[config.mk]
export PLATFORM = sky130hd
export DESIGN_NAME = keyed_wdt
export DESIGN_NICKNAME = d
export VERILOG_FILES = /design/src/rtl/kwdt_pkg.sv /design/src/rtl/kwdt_prescaler.sv /design/src/rtl/kwdt_keycheck.sv /design/src/rtl/kwdt_flag_fsm.sv /design/src/rtl/keyed_wdt.sv
export SDC_FILE = /design/constraint.sdc
export NUM_CORES = 1
export LEC_CHECK = 0
export ABC_AREA = 0
export BUFFER_PORTS_ARGS = -buffer_cell sky130_fd_sc_hd__buf_2
export CORE_ASPECT_RATIO = 0.8
export CORE_MARGIN = 1
export CORE_UTILIZATION = 55
export DETAILED_ROUTE_END_ITERATION = 10
export PLACE_DENSITY = 0.92
export SETUP_SLACK_MARGIN = 0.02
export SYNTH_ARGS = -nofsm -noshare
export SYNTH_HDL_FRONTEND = slang
export SYNTH_SLANG_ARGS = --single-unit
[constraint.sdc]
create_clock -name clk -period 5.61 [get_ports clk]
set_input_delay 0 -clock clk [delete_from_list [all_inputs] [get_ports clk]]
set_output_delay 0 -clock clk [all_outputs]
set_load 0.1 [all_outputs]
[src/rtl/kwdt_pkg.sv]
package kwdt_pkg;

    typedef enum logic [1:0] {
        FLAG_IDLE  = 2'd0,
        FLAG_UP    = 2'd1,
        FLAG_ARMED = 2'd2
    } flag_state_e;

    // log2 of the prescaler ratio for each select code
    function automatic int tap_shift(input int code);
        case (code)
            0:       return 0;
            1:       return 2;
            2:       return 4;
            3:       return 5;
            4:       return 6;
            5:       return 8;
            6:       return 10;
            default: return 12;
        endcase
    endfunction

endpackage

[src/rtl/kwdt_prescaler.sv]
module kwdt_prescaler #(
    parameter int PRE_W = 12,
    parameter int SEL_W = 3
) (
    input  logic             clk,
    input  logic             rst_n,
    input  logic [SEL_W-1:0] sel,
    output logic             tick
);
    localparam int NTAP = 1 << SEL_W;

    logic [PRE_W-1:0] pre_q;
    logic [NTAP-1:0]  tap;

    always_ff @(posedge clk or negedge rst_n) begin
        if (!rst_n) pre_q <= '0;
        else        pre_q <= pre_q + 1'b1;
    end

    for (genvar g = 0; g < NTAP; g++) begin : g_tap
        localparam int SH = kwdt_pkg::tap_shift(g);
        if (SH == 0) begin : g_full
            assign tap[g] = 1'b1;
        end else begin : g_div
            assign tap[g] = &pre_q[SH-1:0];
        end
    end

    assign tick = tap[sel];
endmodule

[src/rtl/kwdt_keycheck.sv]
module kwdt_keycheck #(
    parameter int              KEY_W   = 8,
    parameter int              DATA_W  = 8,
    parameter logic [KEY_W-1:0] KEY_CNT = 8'h5A,
    parameter logic [KEY_W-1:0] KEY_CTL = 8'hA5
) (
    input  logic                    wr_en,
    input  logic                    wr_wide,
    input  logic                    wr_sel,
    input  logic [KEY_W+DATA_W-1:0] wr_data,
    output logic                    ld_cnt,
    output logic                    ld_ctl,
    output logic [DATA_W-1:0]       wbyte
);
    logic [KEY_W-1:0] key;
    logic             wide_wr;

    assign key     = wr_data[KEY_W+DATA_W-1:DATA_W];
    assign wbyte   = wr_data[DATA_W-1:0];
    assign wide_wr = wr_en & wr_wide;
    assign ld_cnt  = wide_wr & ~wr_sel & (key == KEY_CNT);
    assign ld_ctl  = wide_wr &  wr_sel & (key == KEY_CTL);
endmodule

[src/rtl/kwdt_flag_fsm.sv]
module kwdt_flag_fsm (
    input  logic clk,
    input  logic rst_n,
    input  logic ovf_set,
    input  logic rd_flag,
    input  logic clr_wr,
    output logic flag
);
    import kwdt_pkg::*;

    flag_state_e state_q, state_d;

    always_ff @(posedge clk or negedge rst_n) begin
        if (!rst_n) state_q <= FLAG_IDLE;
        else        state_q <= state_d;
    end

    always_comb begin
        state_d = state_q;
        unique case (state_q)
            FLAG_IDLE: begin
                if (ovf_set) state_d = FLAG_UP;
            end
            FLAG_UP: begin
                if (!ovf_set && rd_flag) state_d = FLAG_ARMED;
            end
            FLAG_ARMED: begin
                if (ovf_set)     state_d = FLAG_UP;
                else if (clr_wr) state_d = FLAG_IDLE;
            end
            default: state_d = FLAG_IDLE;
        endcase
    end

    always_comb begin
        unique case (state_q)
            FLAG_UP, FLAG_ARMED: flag = 1'b1;
            default:             flag = 1'b0;
        endcase
    end
endmodule

[src/rtl/keyed_wdt.sv]
module keyed_wdt #(
    parameter int         CNT_W   = 8,
    parameter int         PRE_W   = 12,
    parameter int         SEL_W   = 3,
    parameter logic [7:0] KEY_CNT = 8'h5A,
    parameter logic [7:0] KEY_CTL = 8'hA5,
    parameter logic [1:0] RSVD    = 2'b11
) (
    input  logic               clk,
    input  logic               rst_n,
    input  logic               wr_en,
    input  logic               wr_wide,
    input  logic               wr_sel,
    input  logic [2*CNT_W-1:0] wr_data,
    input  logic               rd_en,
    input  logic               rd_sel,
    output logic [CNT_W-1:0]   rd_data,
    output logic               ovf_pulse,
    output logic               irq
);
    localparam int             FLAG_B  = 7;
    localparam int             MODE_B  = 6;
    localparam int             EN_B    = 5;
    localparam logic [CNT_W-1:0] CNT_MAX = '1;

    logic [CNT_W-1:0] cnt_q;
    logic             mode_q, en_q, pulse_q;
    logic [SEL_W-1:0] cks_q;
    logic             tick, inc, ovf_int, ovf_set;
    logic             ld_cnt, ld_ctl, flag;
    logic [CNT_W-1:0] wbyte;

    kwdt_prescaler #(.PRE_W(PRE_W), .SEL_W(SEL_W)) u_pre (
        .clk   (clk),
        .rst_n (rst_n),
        .sel   (cks_q),
        .tick  (tick)
    );

    kwdt_keycheck #(.KEY_W(8), .DATA_W(CNT_W), .KEY_CNT(KEY_CNT), .KEY_CTL(KEY_CTL)) u_key (
        .wr_en   (wr_en),
        .wr_wide (wr_wide),
        .wr_sel  (wr_sel),
        .wr_data (wr_data),
        .ld_cnt  (ld_cnt),
        .ld_ctl  (ld_ctl),
        .wbyte   (wbyte)
    );

    assign inc     = en_q & tick;
    assign ovf_int = inc & (cnt_q == CNT_MAX) & ~ld_cnt;
    assign ovf_set = ovf_int & ~mode_q;

    kwdt_flag_fsm u_flag (
        .clk     (clk),
        .rst_n   (rst_n),
        .ovf_set (ovf_set),
        .rd_flag (rd_en & rd_sel),
        .clr_wr  (ld_ctl & ~wbyte[FLAG_B]),
        .flag    (flag)
    );

    // counter
    always_ff @(posedge clk or negedge rst_n) begin
        if (!rst_n)      cnt_q <= '0;
        else if (ld_cnt) cnt_q <= wbyte;
        else if (inc)    cnt_q <= cnt_q + 1'b1;
    end

    // control fields
    always_ff @(posedge clk or negedge rst_n) begin
        if (!rst_n) begin
            mode_q <= 1'b0;
            en_q   <= 1'b0;
            cks_q  <= '0;
        end else if (ld_ctl) begin
            mode_q <= wbyte[MODE_B];
            en_q   <= wbyte[EN_B];
            cks_q  <= wbyte[SEL_W-1:0];
        end
    end

    // watchdog pulse
    always_ff @(posedge clk or negedge rst_n) begin
        if (!rst_n) pulse_q <= 1'b0;
        else        pulse_q <= ovf_int & mode_q;
    end

    assign ovf_pulse = pulse_q;
    assign irq       = flag & ~mode_q;
    assign rd_data   = rd_sel ? {flag, mode_q, en_q, RSVD, cks_q} : cnt_q;
endmodule

### Yosys cells after proc, flatten, opt, wreduce, memory -nomap -nowiden

Index checks and enable logic that the tools add are counted.

* flip-flop bits (word level): 28
* latch bits: 0
* bits in writable memories: 0
* memory bits (read-only): 0
* bits of input ports: 23
* output and inout port bits: 10
* word-level logic and storage cells: 59
* memories kept: 0

* $add $sub $neg: 2
* $mul: 0
* divide/modulo/power cells: 0
* magnitude comparators: 1
* equality and inequality tests: 8
* shifts and indexed selects: 0
* muxes and demuxes: 11
* bitwise gates (word level): 17
* reduce and logical (&&, ||, !) cells: 13

Operators by type and width (number)
* $mux W8: 3
* $eq A8 B8 Y1 const B: 2
* $and A1 B1 Y1: 13
* $add A12 B1 Y12 const B: 1
* $reduce_and A12 Y1: 1
* $reduce_and A10 Y1: 1
* $add A8 B1 Y8 const B: 1
* $eq A8 B7 Y1 const B: 1
* $mux W2: 4
* $reduce_and A8 Y1: 1
* $pmux W2 S3: 1
* $reduce_and A6 Y1: 1
* $reduce_and A5 Y1: 1
* $lt A3 B4 Y1 const B: 1
* $ne A2 B1 Y1 const B: 2
* $not A1 Y1: 4
* $reduce_and A4 Y1: 1
* $bmux W1 S3: 1
* $ne A3 B1 Y1 const B: 1
* $reduce_and A3 Y1: 1
* $eq A2 B1 Y1 const B: 1
* $eq A2 B2 Y1 const B: 1
* $logic_not A2 Y1: 1
* $mux W1: 2
* other kinds (5): 5

### Logic depth before layout (Yosys ltp)

* depth in word-level cells: 11
* mapped depth: 11
* gate-level depth less buffers: 10

### By module

Synthesis repeated with hierarchy kept, for this count alone.

* cell total of the unflattened synthesis: 167
* area, all modules: 1692.9 sq um

By module, submodules not included
* keyed_wdt: times used 1, cells an instance 85, area an instance 823.3 sq um, sequential area each 350.3 sq um
* kwdt_prescaler: times used 1, cells an instance 47, area an instance 551.8 sq um, sequential area each 300.3 sq um
* kwdt_flag_fsm: times used 1, cells an instance 18, area an instance 186.4 sq um, sequential area each 50.0 sq um
* kwdt_keycheck: times used 1, cells an instance 17, area an instance 131.4 sq um, sequential area each 0.0 sq um

### Worst setup path before layout

Ideal clock, no wire load.

* path kind: reg2reg
* start point: reg u_pre.pre_q[0]
* end point: reg u_flag.state_q[1]
* library setup time: 125 ps
* arrival: 2064 ps
* data required time: 5485 ps
* setup slack: 3421 ps
* cell stages (with the launch flop): 11
* buffers on the path: 0
* period minus slack after synthesis: 2189 ps
* cell sequence: dfrtp_1 > ha_1 > nand3_1 > inv_1 > ha_1 > mux2i_1 > a221oi_2 > a31oi_2 > o311ai_2 > o2bb2ai_2 > mux2_4

* cells in the longest elaborated chain, start to end: 11
* elaborated cells on any way between the ends: 21
* classes of those cells: 3 x eq/ne; 4 x mux; 4 x bitwise; 10 x reduce/logical

Ends and longest elaborated chain
* start: declaration: RTL line kwdt_prescaler.sv:12 `logic [PRE_W-1:0] pre_q;`
* start signal: assignment: RTL line kwdt_prescaler.sv:17 `else pre_q <= pre_q + 1'b1;`
* $reduce_and A12 Y1, or another cell as far along: RTL line kwdt_prescaler.sv:25 `assign tap[g] = &pre_q[SH-1:0];`
* $bmux W1 S3 (*): RTL line kwdt_prescaler.sv:29 `assign tick = tap[sel];`
* $mux W1 (not written as such) (*): RTL line kwdt_prescaler.sv:29
* $and A1 B1 Y1 (*): RTL line keyed_wdt.sv:50 `assign inc = en_q & tick;`
* $and A1 B1 Y1 (*) (2 in series): RTL line keyed_wdt.sv:51 `assign ovf_int = inc & (cnt_q == CNT_MAX) & ~ld_cnt;`
* $and A1 B1 Y1 (*): RTL line keyed_wdt.sv:52 `assign ovf_set = ovf_int & ~mode_q;`
* $logic_not A1 Y1: RTL line kwdt_flag_fsm.sv:25 `if (!ovf_set && rd_flag) state_d = FLAG_ARMED;`
* $logic_and A1 B1 Y1: RTL line kwdt_flag_fsm.sv:25
* $ne A2 B1 Y1 (no source line)
* $reduce_and A3 Y1 (no source line)
* end signal: assignment: RTL line kwdt_flag_fsm.sv:15 `else state_q <= state_d;`
* end: declaration: RTL line kwdt_flag_fsm.sv:11 `flag_state_e state_q, state_d;`

Mark *: on every way between the ends. The rest lies on a longest branch, timed or not. The select of a mux whose other input is x is not followed.
A chain may end at the register's enable or synchronous reset.

### Worst setup path in the final report

Same ends and word-level chain as after synthesis.

==> run_results.csv <==
group,metric,value,unit
yosys,synth-adder-area-share,6.08,%
final_layout,antennaDiodeCount,0,
pwr,ir_worst_vdd,0.000187,V
critical_path,crit_path_frequent_cell,"ha_1",
timing,slew_violations,0,
pwr,p_leak,0.862,nW
route,num_vias,1265,
cts,tritoncts,"done",
timing,hold_violations,0,
yosys,synth_xor_area_share,8.52,%
placed_design,placed_cells,215,
final_layout,area_growth,18.3,%
timing,fin_skew,0.00526,ns
timing,finalCritPeriodShare,50.0,%
final_layout,fill_cells,195,
yosys,syn_area,0.00165,mm2
timing,fmax,356,MHz
critical_path,end_kind,"flop",
critical_path,critPathMaxFanout,12,
yosys,synth.area.mux_share,10.3,%
cts,cts-resized-gates,0,
timing,setup_violations,0,
yosys,synth_top_area_share,42.6,%
critical_path,path_delay_family,"compound AO/OA/AOI/OAI gates",
flow_run,cap_violations,0,
die,die_height,50.9,um
cts,path_clk_slew,0.09,ns
critical_path,arrival,2.98,ns
die,fp-row-count,17,
die,die-area,0.00322,mm2
yosys,async_flop_share,100,%
timing,hold_ws,0.000628,ns
critical_path,start_kind,"flop",
yosys,ys_seq_elements,28,
global_routing,grt_max_degree,29,
critical_path,setup.worst_path.class,"flop to flop",
cts,numCtsBuffers,3,
timing,tightest_slew,0.802,ns
die,coreArea,0.00281,mm2
yosys,synth_edf_count,0,
yosys,syn-num-nets,180,
timing,rsz0062_at_grt,"no",
final_layout,layout.cells.non_filler,226,
route,firstDrtPassIters,4,
final_layout,layout-drive-gt1-share,30.9,%
critical_path,crit_path_top_delay_cell,"a31oi_2",
route,avgViaCountPerCell,5.60,
route,wl_per_cell,14.8,um
route,wirelength,3350,um
global_routing,grt_usage,23.7,%
pwr,pwr_density_cell,402,mW/mm2
critical_path,slowest_delay,0.65,ns
critical_path,worst-path-buf-inv,1,
route,ant_nets,0,
hold_path,hold_class,"primary input to flop",
die,die_w,63.2,um
route,drt_iter0_markers,62,
global_routing,antenna_found_initial,0,
yosys,ys_types,41,
timing,tns,0,ns
timing,maxSlewHeadroom,46.4,%
yosys,ys_warn_count,0,
timing,min_period,2.81,ns
placed_design,portBuffers,32,
yosys,ys_top_cells_by_area,"dfrtp_1, mux2_2, xnor2_1, ha_1, nand2_1",
placed_design,dp_hpwl,2450,um
critical_path,crit_required,5.78,ns
final_layout,nets,220,
yosys,syn_area_per_cell,11.0,um2
yosys,ys_seq_area_share,42.6,%
global_routing,gr-total-overflow,0,
global_routing,grt_pass1_wl,5800,um
run_status,outcome,"complete, no violations",
yosys,synth_top_family_by_area,"simple AND/OR/NAND/NOR gates",
yosys,synth_ff_type,"dfrtp_1",
cts,cts_buffer_depth,2,
cts,root_buffer,"clkbuf_8",
cts,cts-htree-levels,1,
cts,clkLatencyLatePin,0.27,ns
placed_design,gp_congestion,0.916,
yosys,yosysTopAreaCell,"dfrtp_1",
yosys,synth_compound_area_share,7.98,%
yosys,synthCells,149,
die,start_util,58.6,%
die,io_pins,33,
route,remaining_drc_errors,0,
critical_path,cp_cell_sequence,"ha_1 -> nand3_1 -> inv_1 -> ha_1 -> mux2i_1 -> a221oi_2 -> a31oi_2 -> nor3_1 -> o2bb2ai_2 -> mux2_4",
cts,clkSinkCount,28,
yosys,synth-simple-area-share,21.7,%
global_routing,grt_pass1_vias,1275,
[final cells by class]
cell class / instances / area, um2 / area share (%)
clock buffer: 4 / 55.1 / 2.83
inverter: 4 / 15.0 / 0.771
multi-input combinational: 113 / 898 / 46.1
sequential: 28 / 701 / 36.0
tap: 38 / 47.5 / 2.44
timing repair buffer: 39 / 230 / 11.8
[flip-flops by register name, summed over array words and instances, names as in the netlist]
name            count
ovf_pulse           1
u_pre.pre_q        12
cnt_q               8
en_q                1
mode_q              1
cks_q               3
u_flag.state_q      2
[cell usage after synthesis, types with 3 or more instances]
cell     number
a21oi_1       8
dfrtp_1      28
ha_1          8
inv_1         4
mux2_2       11
mux2i_1       3
nand2_1      11
nand3_1       7
nor2_1        9
nor2b_1       4
nor3_1        4
xnor2_1      12
xor2_1        4
[power by group]
group | leakage [nW] | total [mW] | internal, mW | switching, mW
Combinational | 0.492 | 0.389 | 0.117 | 0.272
Sequential | 0.340 | 0.270 | 0.231 | 0.0395
Clock | 0.0288 | 0.124 | 0.0628 | 0.0609
[layer usage]
| layer | global-route usage [%] | wire length [um] | vias up |
|---|---|---|---|
| li1 | - | - | 603 |
| met1 | 30.6 | 1480 | 615 |
| met2 | 40.3 | 1650 | 45 |
| met3 | 6.25 | 195 | 2 |
| met4 | 4.65 | 21 | 0 |
| met5 | 0 | 0 | - |
[final timing paths]
| kind | startpoint | depth (start not counted) | to | slack, ns |
|---|---|---|---|---|
| hold reg to reg | u_pre.pre_q[0]$_DFF_PN0_ | 1 | u_pre.pre_q[0]$_DFF_PN0_ | 0.45 |
| setup / recovery | u_pre.pre_q[0]$_DFF_PN0_ | 10 | u_flag.state_q[1]$_DFFE_PN0P_ | 2.80 |
| min in group asynchronous | rst_n | 2 | cks_q[0]$_DFFE_PN0P_ | 0.28 |
| max in group asynchronous | rst_n | 2 | en_q$_DFFE_PN0P_ | 4.93 |
| hold / removal | wr_data[3] | 3 | cnt_q[3]$_DFFE_PN0P_ | 0.0006 |
| setup reg to reg | u_pre.pre_q[0]$_DFF_PN0_ | 10 | u_flag.state_q[1]$_DFFE_PN0P_ | 2.80 |
[cell families (layout without fill, tap and decap cells)]
group	after synthesis	count (layout)
flip-flops	28	28
adder cells (fa/ha/maj)	8	8
AND/OR/NAND/NOR	57	57
buffers and inverters	8	47
multiplexers	15	15
AO/OA/AOI/OAI	17	17
XOR/XNOR	16	16
[per-stage QoR]
stage,utilization [%],total power [mW],setup slack (ns),cell area (um2)
after detailed placement,64.9,0.656,2.86,1820
after global placement,64.9,0.641,3.00,1820
after CTS,69.3,0.784,2.83,1950
final,69.3,0.783,2.80,1950
after global routing,69.3,0.821,2.61,1950
after floorplan,-,0.599,3.42,1650
[cells in the final DEF, fill, tap and decap left out, types with 2 or more instances in the layout]
cell / count
nand4b_1: 2
mux2i_1: 3
nor3_1: 4
nand4_1: 2
nand4bb_1: 2
buf_2: 32
dlygate4sd3_1: 7
nand2_1: 11
a21oi_1: 8
and3_1: 2
mux2_2: 11
ha_1: 8
o21ai_0: 2
dfrtp_1: 28
inv_1: 4
nand2b_1: 2
clkbuf_8: 4
nor2_1: 9
nor2b_1: 4
nand3_1: 7
or2_2: 2
xnor2_1: 12
xor2_1: 4
[tightest hold or removal path: cells and delay by family]
kind / cells / cell delay [ns]
buffers and inverters: 1 / 0.08
and+or+nand+nor: 1 / 0.04
AOI/OAI and AO/OA: 1 / 0.12
[repair_timing]
action                                 in CTS  in global routing
hold buffers                                7                  0
buffers inserted                            0                  0
endpoints found under the hold margin      37                  0
No activity file was read; power rests on OpenSTA's default activity.
